[src/rtl/premac_pkg.sv]
package premac_pkg;

  typedef enum logic [1:0] {
    E_ZERO     = 2'b00,
    E_FEEDBACK = 2'b01,
    E_CASCADE  = 2'b10,
    E_ZERO_ALT = 2'b11
  } eSrc_t;

  typedef enum logic [1:0] {
    MODE_FULL  = 2'b00,
    MODE_SPLIT = 2'b01,
    MODE_DOT   = 2'b10
  } mode_t;

  typedef struct packed {
    mode_t mode;
    logic  preSub;
    logic  finalSub;
    eSrc_t eSrc;
    logic  shiftE;
    logic  flagCarry;
  } strobes_t;

endpackage

[src/rtl/premac_ctrl.sv]
module premac_ctrl
  import premac_pkg::*;
(
  input  logic       simdMode,
  input  logic       dotMode,
  input  logic       preSubIn,
  input  logic       subIn,
  input  logic [1:0] eSelIn,
  input  logic       shiftEIn,
  input  logic       flagSelCarry,
  output strobes_t   strobes
);

  always_comb begin
    strobes.preSub    = preSubIn;
    strobes.flagCarry = flagSelCarry;
    strobes.finalSub  = subIn;
    strobes.eSrc      = eSrc_t'(eSelIn);
    strobes.shiftE    = shiftEIn;
    if (simdMode) begin
      // split lanes ignore the accumulate controls
      strobes.mode     = MODE_SPLIT;
      strobes.finalSub = 1'b0;
      strobes.eSrc     = E_ZERO;
      strobes.shiftE   = 1'b0;
    end else if (dotMode) begin
      strobes.mode = MODE_DOT;
    end else begin
      strobes.mode = MODE_FULL;
    end
  end

endmodule

[src/rtl/premac_datapath.sv]
module premac_datapath
  import premac_pkg::*;
#(
  parameter int IN_W    = 18,
  parameter int OUT_W   = 48,
  parameter int SHIFT_W = 17
) (
  input  strobes_t           strobes,
  input  logic [IN_W-1:0]    aIn,
  input  logic [IN_W-1:0]    bIn,
  input  logic [IN_W-1:0]    dIn,
  input  logic [OUT_W-1:0]   cIn,
  input  logic               carryIn,
  input  logic [OUT_W-1:0]   cascadeIn,
  input  logic [OUT_W-1:0]   feedbackIn,
  output logic [OUT_W-1:0]   pOut,
  output logic               flagOut
);

  localparam int NLANES      = 2;
  localparam int LANE_W      = IN_W / NLANES;
  localparam int PRE_W       = IN_W + 1;
  localparam int PROD_W      = IN_W + PRE_W;
  localparam int LANE_PRE_W  = LANE_W + 1;
  localparam int LANE_PROD_W = LANE_W + LANE_PRE_W;
  localparam int DOT_W       = LANE_PROD_W + 1;
  localparam int SUM_W       = OUT_W + 2;
  localparam int HALF_W      = OUT_W / NLANES;

  // full-width pre-adder and multiplier
  logic signed [PRE_W-1:0]  preSum;
  logic signed [PROD_W-1:0] aExt;
  logic signed [PROD_W-1:0] preExt;
  logic signed [PROD_W-1:0] fullProd;

  always_comb begin
    if (strobes.preSub)
      preSum = $signed({bIn[IN_W-1], bIn}) - $signed({dIn[IN_W-1], dIn});
    else
      preSum = $signed({bIn[IN_W-1], bIn}) + $signed({dIn[IN_W-1], dIn});
    aExt     = $signed({{PRE_W{aIn[IN_W-1]}}, aIn});
    preExt   = $signed({{IN_W{preSum[PRE_W-1]}}, preSum});
    fullProd = aExt * preExt;
  end

  // narrow lanes, shared by split and dot modes
  logic signed [LANE_PROD_W-1:0] laneProd [NLANES];
  logic        [OUT_W-1:0]       splitP;

  for (genvar g = 0; g < NLANES; g++) begin : g_lane
    logic [LANE_W-1:0]             aL, bL, dL;
    logic signed [LANE_PRE_W-1:0]  preL;
    logic signed [LANE_PROD_W-1:0] aLx, preLx;
    always_comb begin
      aL = aIn[g*LANE_W +: LANE_W];
      bL = bIn[g*LANE_W +: LANE_W];
      dL = dIn[g*LANE_W +: LANE_W];
      if (strobes.preSub)
        preL = $signed({bL[LANE_W-1], bL}) - $signed({dL[LANE_W-1], dL});
      else
        preL = $signed({bL[LANE_W-1], bL}) + $signed({dL[LANE_W-1], dL});
      aLx   = $signed({{LANE_PRE_W{aL[LANE_W-1]}}, aL});
      preLx = $signed({{LANE_W{preL[LANE_PRE_W-1]}}, preL});
      laneProd[g] = aLx * preLx;
    end
    assign splitP[g*HALF_W +: HALF_W] =
      {{(HALF_W-LANE_PROD_W){laneProd[g][LANE_PROD_W-1]}}, laneProd[g]};
  end

  logic signed [DOT_W-1:0] dotSum;

  always_comb begin
    dotSum = '0;
    for (int k = 0; k < NLANES; k++)
      dotSum = dotSum + $signed({laneProd[k][LANE_PROD_W-1], laneProd[k]});
  end

  // feedback operand select and shift
  logic [OUT_W-1:0] eRaw;
  logic [OUT_W-1:0] eShift;

  always_comb begin
    unique case (strobes.eSrc)
      E_FEEDBACK: eRaw = feedbackIn;
      E_CASCADE:  eRaw = cascadeIn;
      E_ZERO,
      E_ZERO_ALT: eRaw = '0;
      default:    eRaw = '0;
    endcase
    if (strobes.shiftE)
      eShift = $unsigned($signed(eRaw) >>> SHIFT_W);
    else
      eShift = eRaw;
  end

  // final 50-bit accumulate
  logic signed [SUM_W-1:0] term;
  logic signed [SUM_W-1:0] termSigned;
  logic signed [SUM_W-1:0] sumFull;
  logic        [2:0]       topBits;

  always_comb begin
    if (strobes.mode == MODE_DOT)
      term = $signed({{(SUM_W-DOT_W){dotSum[DOT_W-1]}}, dotSum});
    else
      term = $signed({{(SUM_W-PROD_W){fullProd[PROD_W-1]}}, fullProd});
    termSigned = strobes.finalSub ? -term : term;
    sumFull = $signed({{(SUM_W-OUT_W){eShift[OUT_W-1]}}, eShift})
            + termSigned
            + $signed({{(SUM_W-OUT_W){cIn[OUT_W-1]}}, cIn})
            + $signed({{(SUM_W-1){1'b0}}, carryIn});
    topBits = sumFull[SUM_W-1:OUT_W-1];
  end

  always_comb begin
    if (strobes.mode == MODE_SPLIT) begin
      pOut    = splitP;
      flagOut = 1'b0;
    end else begin
      pOut = sumFull[OUT_W-1:0];
      if (strobes.flagCarry)
        flagOut = sumFull[OUT_W];
      else
        flagOut = !((&topBits) || (~|topBits));
    end
  end

endmodule

[src/rtl/premac_slice.sv]
module premac_slice
  import premac_pkg::*;
#(
  parameter int IN_W    = 18,
  parameter int OUT_W   = 48,
  parameter int SHIFT_W = 17
) (
  input  logic [IN_W-1:0]  aIn,
  input  logic [IN_W-1:0]  bIn,
  input  logic [IN_W-1:0]  dIn,
  input  logic [OUT_W-1:0] cIn,
  input  logic             carryIn,
  input  logic [OUT_W-1:0] cascadeIn,
  input  logic [OUT_W-1:0] feedbackIn,
  input  logic             preSubIn,
  input  logic             subIn,
  input  logic [1:0]       eSelIn,
  input  logic             shiftEIn,
  input  logic             simdMode,
  input  logic             dotMode,
  input  logic             flagSelCarry,
  output logic [OUT_W-1:0] pOut,
  output logic [OUT_W-1:0] cascadeOut,
  output logic             flagOut
);

  strobes_t strobes;

  premac_ctrl u_ctrl (
    .simdMode    (simdMode),
    .dotMode     (dotMode),
    .preSubIn    (preSubIn),
    .subIn       (subIn),
    .eSelIn      (eSelIn),
    .shiftEIn    (shiftEIn),
    .flagSelCarry(flagSelCarry),
    .strobes     (strobes)
  );

  premac_datapath #(
    .IN_W   (IN_W),
    .OUT_W  (OUT_W),
    .SHIFT_W(SHIFT_W)
  ) u_dp (
    .strobes   (strobes),
    .aIn       (aIn),
    .bIn       (bIn),
    .dIn       (dIn),
    .cIn       (cIn),
    .carryIn   (carryIn),
    .cascadeIn (cascadeIn),
    .feedbackIn(feedbackIn),
    .pOut      (pOut),
    .flagOut   (flagOut)
  );

  assign cascadeOut = pOut;

endmodule

[config.mk]
export PLATFORM = sky130hd
export DESIGN_NAME = premac_slice
export DESIGN_NICKNAME = d
export VERILOG_FILES = /design/src/rtl/premac_pkg.sv /design/src/rtl/premac_ctrl.sv /design/src/rtl/premac_datapath.sv /design/src/rtl/premac_slice.sv
export SDC_FILE = /design/constraint.sdc
export NUM_CORES = 2
export LEC_CHECK = 0
export BUFFER_PORTS_ARGS = -buffer_cell sky130_fd_sc_hd__buf_2
export CAP_MARGIN = 40
export CORE_ASPECT_RATIO = 1.4
export CORE_UTILIZATION = 55
export DETAILED_ROUTE_END_ITERATION = 10
export GPL_TIMING_DRIVEN = 0
export PLACE_DENSITY = 0.75
export SLEW_MARGIN = 25
export SYNTH_ARGS = -nofsm -noshare
export SYNTH_HDL_FRONTEND = slang
export SYNTH_SLANG_ARGS = --single-unit
[constraint.sdc]
create_clock -name vclk -period 20.2
set_input_delay 3.03 -clock vclk [all_inputs]
set_output_delay 3.03 -clock vclk [all_outputs]
set_load 0.1 [all_outputs]
==> Word-level counts from Yosys, hierarchy flattened <==
Cells that the tools add are included.
{ "op_classes": {"n_mul": 3, "n_addsub": 11, "eq_ne": 5, "n_mux": 13, "n_reduce_logical": 7} }
{ "op_table": {"columns": ["operator", "n"], "rows": [
  ["one-hot mux 48 bit (3 select lines)", 1],
  ["two-way mux 50 bit", 2],
  ["adder 48 x 50 -> 50 bit", 1],
  ["adder 50 x 2 -> 50 bit", 1],
  ["adder 50 x 48 -> 50 bit", 1],
  ["negation 50 bit", 1],
  ["two-way mux 48 bit", 1],
  ["two-way mux 47 bit", 1],
  ["multiplier 9 x 10 -> 19 bit", 2],
  ["multiplier 18 x 19 -> 37 bit", 1],
  ["adder 19 x 19 -> 20 bit", 1],
  ["adder 9 x 9 -> 10 bit", 2],
  ["two-way mux 10 bit", 2],
  ["subtractor 9 x 9 -> 10 bit", 2],
  ["adder 18 x 18 -> 19 bit", 1],
  ["two-way mux 19 bit", 1],
  ["subtractor 18 x 18 -> 19 bit", 1],
  ["equality test 2 bit (second input constant)", 3],
  ["equality test 2 x 1 -> 1 bit (second input constant)", 2],
  ["two-way mux 2 bit", 2],
  ["two-way mux 4 bit", 1],
  ["AND reduction 3 bit", 1],
  ["OR reduction 3 bit", 1],
  ["zero test 1 bit", 2],
  ["other kinds (4)", 5]
]} }
{ "totals": {"input_bits": 207, "output_inout_bits": 97, "elab_cells": 39, "register_bits": 0} }

==> Depth between registers and ports, before layout <==
{ "logic_depth": {"word_depth": 16, "mapped_depth": 64, "depth_no_buf": 63} }

==> Hierarchy <==
A second synthesis with hierarchy kept.
{ "unflattened": {"hier_cells": 3443, "area_unflattened_um2": 28165.8} }
{ "modules_own_cells": {"columns": ["module", "area_each_um2", "n_inst", "seq_area_each_um2", "cells_each"], "rows": [
  ["premac_datapath", 27751.6, 1, 0.0, 3387],
  ["premac_slice", 360.3, 1, 0.0, 48],
  ["premac_ctrl", 53.8, 1, 0.0, 8]
]} }

==> Worst setup path after synthesis <==
No wires, ideal clock.
{ "synth_path": {"path_kind": "input to output", "startpoint": "input port preSubIn", "endpoint": "output port pOut[46]", "stages": 56, "path_buffers": 5, "slack_ns": -0.695, "arrival_time_ns": 17.865, "required_ns": 17.170, "path_cell_list": "clkbuf_1 > clkbuf_1 > nor2_1 > xnor2_1 > ha_1 > nor2b_1 > o21ai_0 > a21boi_1 > o21ai_0 > a21boi_1 > o21a_1 > nor2_1 > o21ai_1 > o41a_1 > a41oi_1 > a21oi_1 > xnor2_1 > clkbuf_1 > [... 20 more ...] > o211ai_1 > nor4b_4 > nand2_1 > o21a_1 > xnor2_1 > fa_1 > inv_1 > ha_1 > and4_1 > a221oi_1 > nand2_1 > a311oi_1 > nor2_1 > o21a_1 > nor2_1 > xor2_1 > o21ai_0 > buf_4"} }
{ "synth_between": {"elab_chain_len": 10, "elab_cells_between_ends": 14, "cone_classes": "add/sub: 5; mul: 3; mux: 6"} }
{ "synth_rtl": {"columns": ["item", "line_no", "text"], "rows": [
  ["start, declared", "premac_slice.sv:15", "input logic preSubIn,"],
  ["two-way mux 10 bit", "premac_datapath.sv:58", "if (strobes.preSub)"],
  ["multiplier 9 x 10 -> 19 bit", "premac_datapath.sv:64", "laneProd[g] = aLx * preLx;"],
  ["adder 19 x 19 -> 20 bit", "premac_datapath.sv:75", "dotSum = dotSum + $signed({laneProd[k][LANE_PROD_W-1], laneProd[k]});"],
  ["two-way mux 50 bit", "premac_datapath.sv:103", "if (strobes.mode == MODE_DOT)"],
  ["negation 50 bit", "premac_datapath.sv:107", "termSigned = strobes.finalSub ? -term : term;"],
  ["two-way mux 50 bit", "premac_datapath.sv:107", null],
  ["adder 48 x 50 -> 50 bit", "premac_datapath.sv:109", "+ termSigned"],
  ["adder 50 x 48 -> 50 bit", "premac_datapath.sv:110", "+ $signed({{(SUM_W-OUT_W){cIn[OUT_W-1]}}, cIn})"],
  ["adder 50 x 2 -> 50 bit", "premac_datapath.sv:111", "+ $signed({{(SUM_W-1){1'b0}}, carryIn});"],
  ["two-way mux 48 bit *", "premac_datapath.sv:116", "if (strobes.mode == MODE_SPLIT) begin"],
  ["end, declared", "premac_slice.sv:22", "output logic [OUT_W-1:0] pOut,"]
]} }
Every way passes the cells marked *; elsewhere a longest branch is shown, timed or not.

==> Worst setup path in the final report <==
{ "layout_path": {"startpoint": "input port dIn[0]", "endpoint": "output port flagOut"} }
{ "layout_between": {"elab_chain_len": 16, "elab_cells_between_ends": 22, "cone_classes": "add/sub: 9; mul: 2; mux: 6; reduce/logical: 5"} }
{ "layout_rtl": {"columns": ["item", "line_no", "text"], "rows": [
  ["start, declared", "premac_slice.sv:10", "input logic [IN_W-1:0] dIn,"],
  ["adder 9 x 9 -> 10 bit or subtractor 9 x 9 -> 10 bit (tied branches)", "premac_datapath.sv:61, premac_datapath.sv:59", null],
  ["two-way mux 10 bit", "premac_datapath.sv:58", null],
  ["multiplier 9 x 10 -> 19 bit", "premac_datapath.sv:64", null],
  ["adder 19 x 19 -> 20 bit", "premac_datapath.sv:75", null],
  ["two-way mux 50 bit *", "premac_datapath.sv:103", null],
  ["negation 50 bit", "premac_datapath.sv:107", null],
  ["two-way mux 50 bit *", "premac_datapath.sv:107", null],
  ["adder 48 x 50 -> 50 bit *", "premac_datapath.sv:109", null],
  ["adder 50 x 48 -> 50 bit *", "premac_datapath.sv:110", null],
  ["adder 50 x 2 -> 50 bit *", "premac_datapath.sv:111", null],
  ["OR reduction 3 bit", "premac_datapath.sv:124", "flagOut = !((&topBits) || (~|topBits));"],
  ["zero test 1 bit", "premac_datapath.sv:124", null],
  ["logical OR 1 bit", "premac_datapath.sv:124", null],
  ["zero test 1 bit", "premac_datapath.sv:124", null],
  ["two-way mux 1 bit *", "premac_datapath.sv:121", "if (strobes.flagCarry)"],
  ["two-way mux 1 bit *", "premac_datapath.sv:116", null],
  ["end, declared", "premac_slice.sv:24", "output logic flagOut"]
]} }
Marked as above.

==> results_dict.tcl <==
set metrics [dict create \
    worstPathMaxFanout 10 \
    gp_congestion 1.02 \
    synthMostInstantiatedCell "inv_1" \
    regArea_um2 0 \
    crit_top_cell "fa_1" \
    post_drt_wl_per_cell_um 20.2 \
    syn_nets 4428 \
    max_cap_viol_count 0 \
    finalCritPeriodShare 0.967 \
    grt_use_total 0.357 \
    port_buffers 296 \
    dr.pass1.iters 11 \
    endpoint_kind "output port" \
    drc 196 \
    fin_ws_ps 669 \
    dp_hpwl_um 77600 \
    crit_family "adder cells" \
    globalRouteOverflowTotal 0 \
    cp_data_arrival_time_ps 16500 \
    cpMaxStageDelayCell "fa_1" \
    start_util 0.557 \
    antenna_found_initial 7 \
    finalMaxSlewViolations 0 \
    status "finished, violations left" \
    die_area_um2 51700 \
    finalHoldViolations 0 \
    start_kind "input pin" \
    fp.coreArea_um2 50100 \
    flops_and_latches 0 \
    violations "design-rule violations" \
    num_vias 25100 \
    path_class "input pin to output port" \
    rsz0062_at_grt "true" \
    postRouteAntennaNets 0 \
    grt_pass1_vias 25800 \
    syn-instance-count 3428 \
    crit_buf_inv 10 \
    seq_area_frac_synth 0 \
    synth_top_area_cell "fa_1" \
    stdcell_area_um2 31200 \
    rows 97 \
    synth_cell_types 86 \
    final-setup-viol-count 0 \
    die_h_um 269 \
    yosys_warnings 0 \
    slew_headroom 0.320 \
    cp.depth 56 \
    holdCritPathClass "input pin to output port" \
    fin_nets 4785 \
    nClkBuffers 0 \
    setup.worst_path.end "flagOut" \
    drive_above_1_share 0.140 \
    first_iter_violations 1555 \
    worstMarginPinSlew_ps 1020 \
    routed_wl_um 89600 \
    grt_pass1_wl_um 139000 \
    vias_per_cell 5.66 \
    crit_path_max_incr_delay_ps 560 \
    io_pins 304 \
    die_w_um 192 \
    grt_max_degree 14 \
    netlist.area_leader.share 0.378 \
    area_growth_pct 11.6 \
    fmax_mhz 51.2 \
    avgSynthCellArea_um2 8.15 \
    synth.area.top_cells "fa_1 38%, ha_1 12%, inv_1 9.7%, nand2_1 4.9%, xnor2_1 4.2%" \
    place_area_um2 30400 \
    synth_common_cells "723 x inv_1, 527 x fa_1, 361 x nand2_1, 266 x ha_1, 165 x and2_1" \
    period_needed_ps 19530 \
    finalSetupTns_ps 0 \
    dp_slack_ps -1670 \
    cp_data_required_time_ps 17170 \
    synth_area_um2 27900 \
    crit_start "dIn[0]" \
]
## cell families after synthesis
| kind of cell | after synthesis | synth area share |
|---|---|---|
| AOI/OAI and AO/OA | 636 | 0.150 |
| xor gates and xnor gates | 199 | 0.0624 |
| adders and majority gates | 793 | 0.497 |
| buffers and inverters | 897 | 0.127 |
| muxes | 23 | 0.00900 |
| and+or+nand+nor | 880 | 0.154 |
## repair_timing
action / in CTS / in global routing
gates resized for setup: 41 / 102
hold buffers: 0 / 0
buffers inserted: 12 / 20
setup endpoints to repair: 47 / 47
pin swaps: 7 / 23
## area by class of cell
class	instances	area [µm²]
timing repair buffer	356	1940
buffer	173	906
multi-input combinational	2531	24800
inverter	723	2720
fill	4535	19000
antenna	5	12.5
tap	643	805
## metrics by stage
| step | util | hold WS, ps | instances |
|---|---|---|---|
| 2_1_floorplan | - | 6470 | 3428 |
| 3_3_place_gp | 0.603 | 6580 | 4367 |
| 3_5_place_dp | 0.606 | 6580 | 4388 |
| 4_1_cts | 0.611 | 6490 | 4399 |
| 5_1_grt | 0.622 | 6540 | 4428 |
| 6_report | 0.622 | 6500 | 4431 |
## worst min-delay path by stage
stage | start | end | slack (ps) | cells past startpoint
final | flagSelCarry | flagOut | 6500 | 4
after global routing | flagSelCarry | flagOut | 6540 | 4
after CTS | flagSelCarry | flagOut | 6490 | 4
after detailed placement | flagSelCarry | flagOut | 6580 | 4
after global placement | flagSelCarry | flagOut | 6580 | 4
after floorplan | flagSelCarry | flagOut | 6470 | 2
## layer usage
layer	vias to the layer above	GRT usage	part of all wire
met2	1151	0.622	0.48
met3	355	0.0657	0.076
met1	12000	0.378	0.34
li1	11500	-	-
met4	2	0.280	0.097
met5	-	0	0.00013
## placed cells by master (no fill, tap or decap), drive strengths merged, types with 18 or more instances in the layout
cell type,count
nor3,26
nand3,22
a21o,78
buf,424
a22oi,20
a31oi,20
clkbuf,105
a221o,18
nor2b,56
o21ai,168
a21oi,142
fa,527
nor2,140
o21bai,20
nand2b,43
nand2,361
xnor2,134
o21a,23
and2,165
inv,721
ha,266
xor2,65
a221oi,18
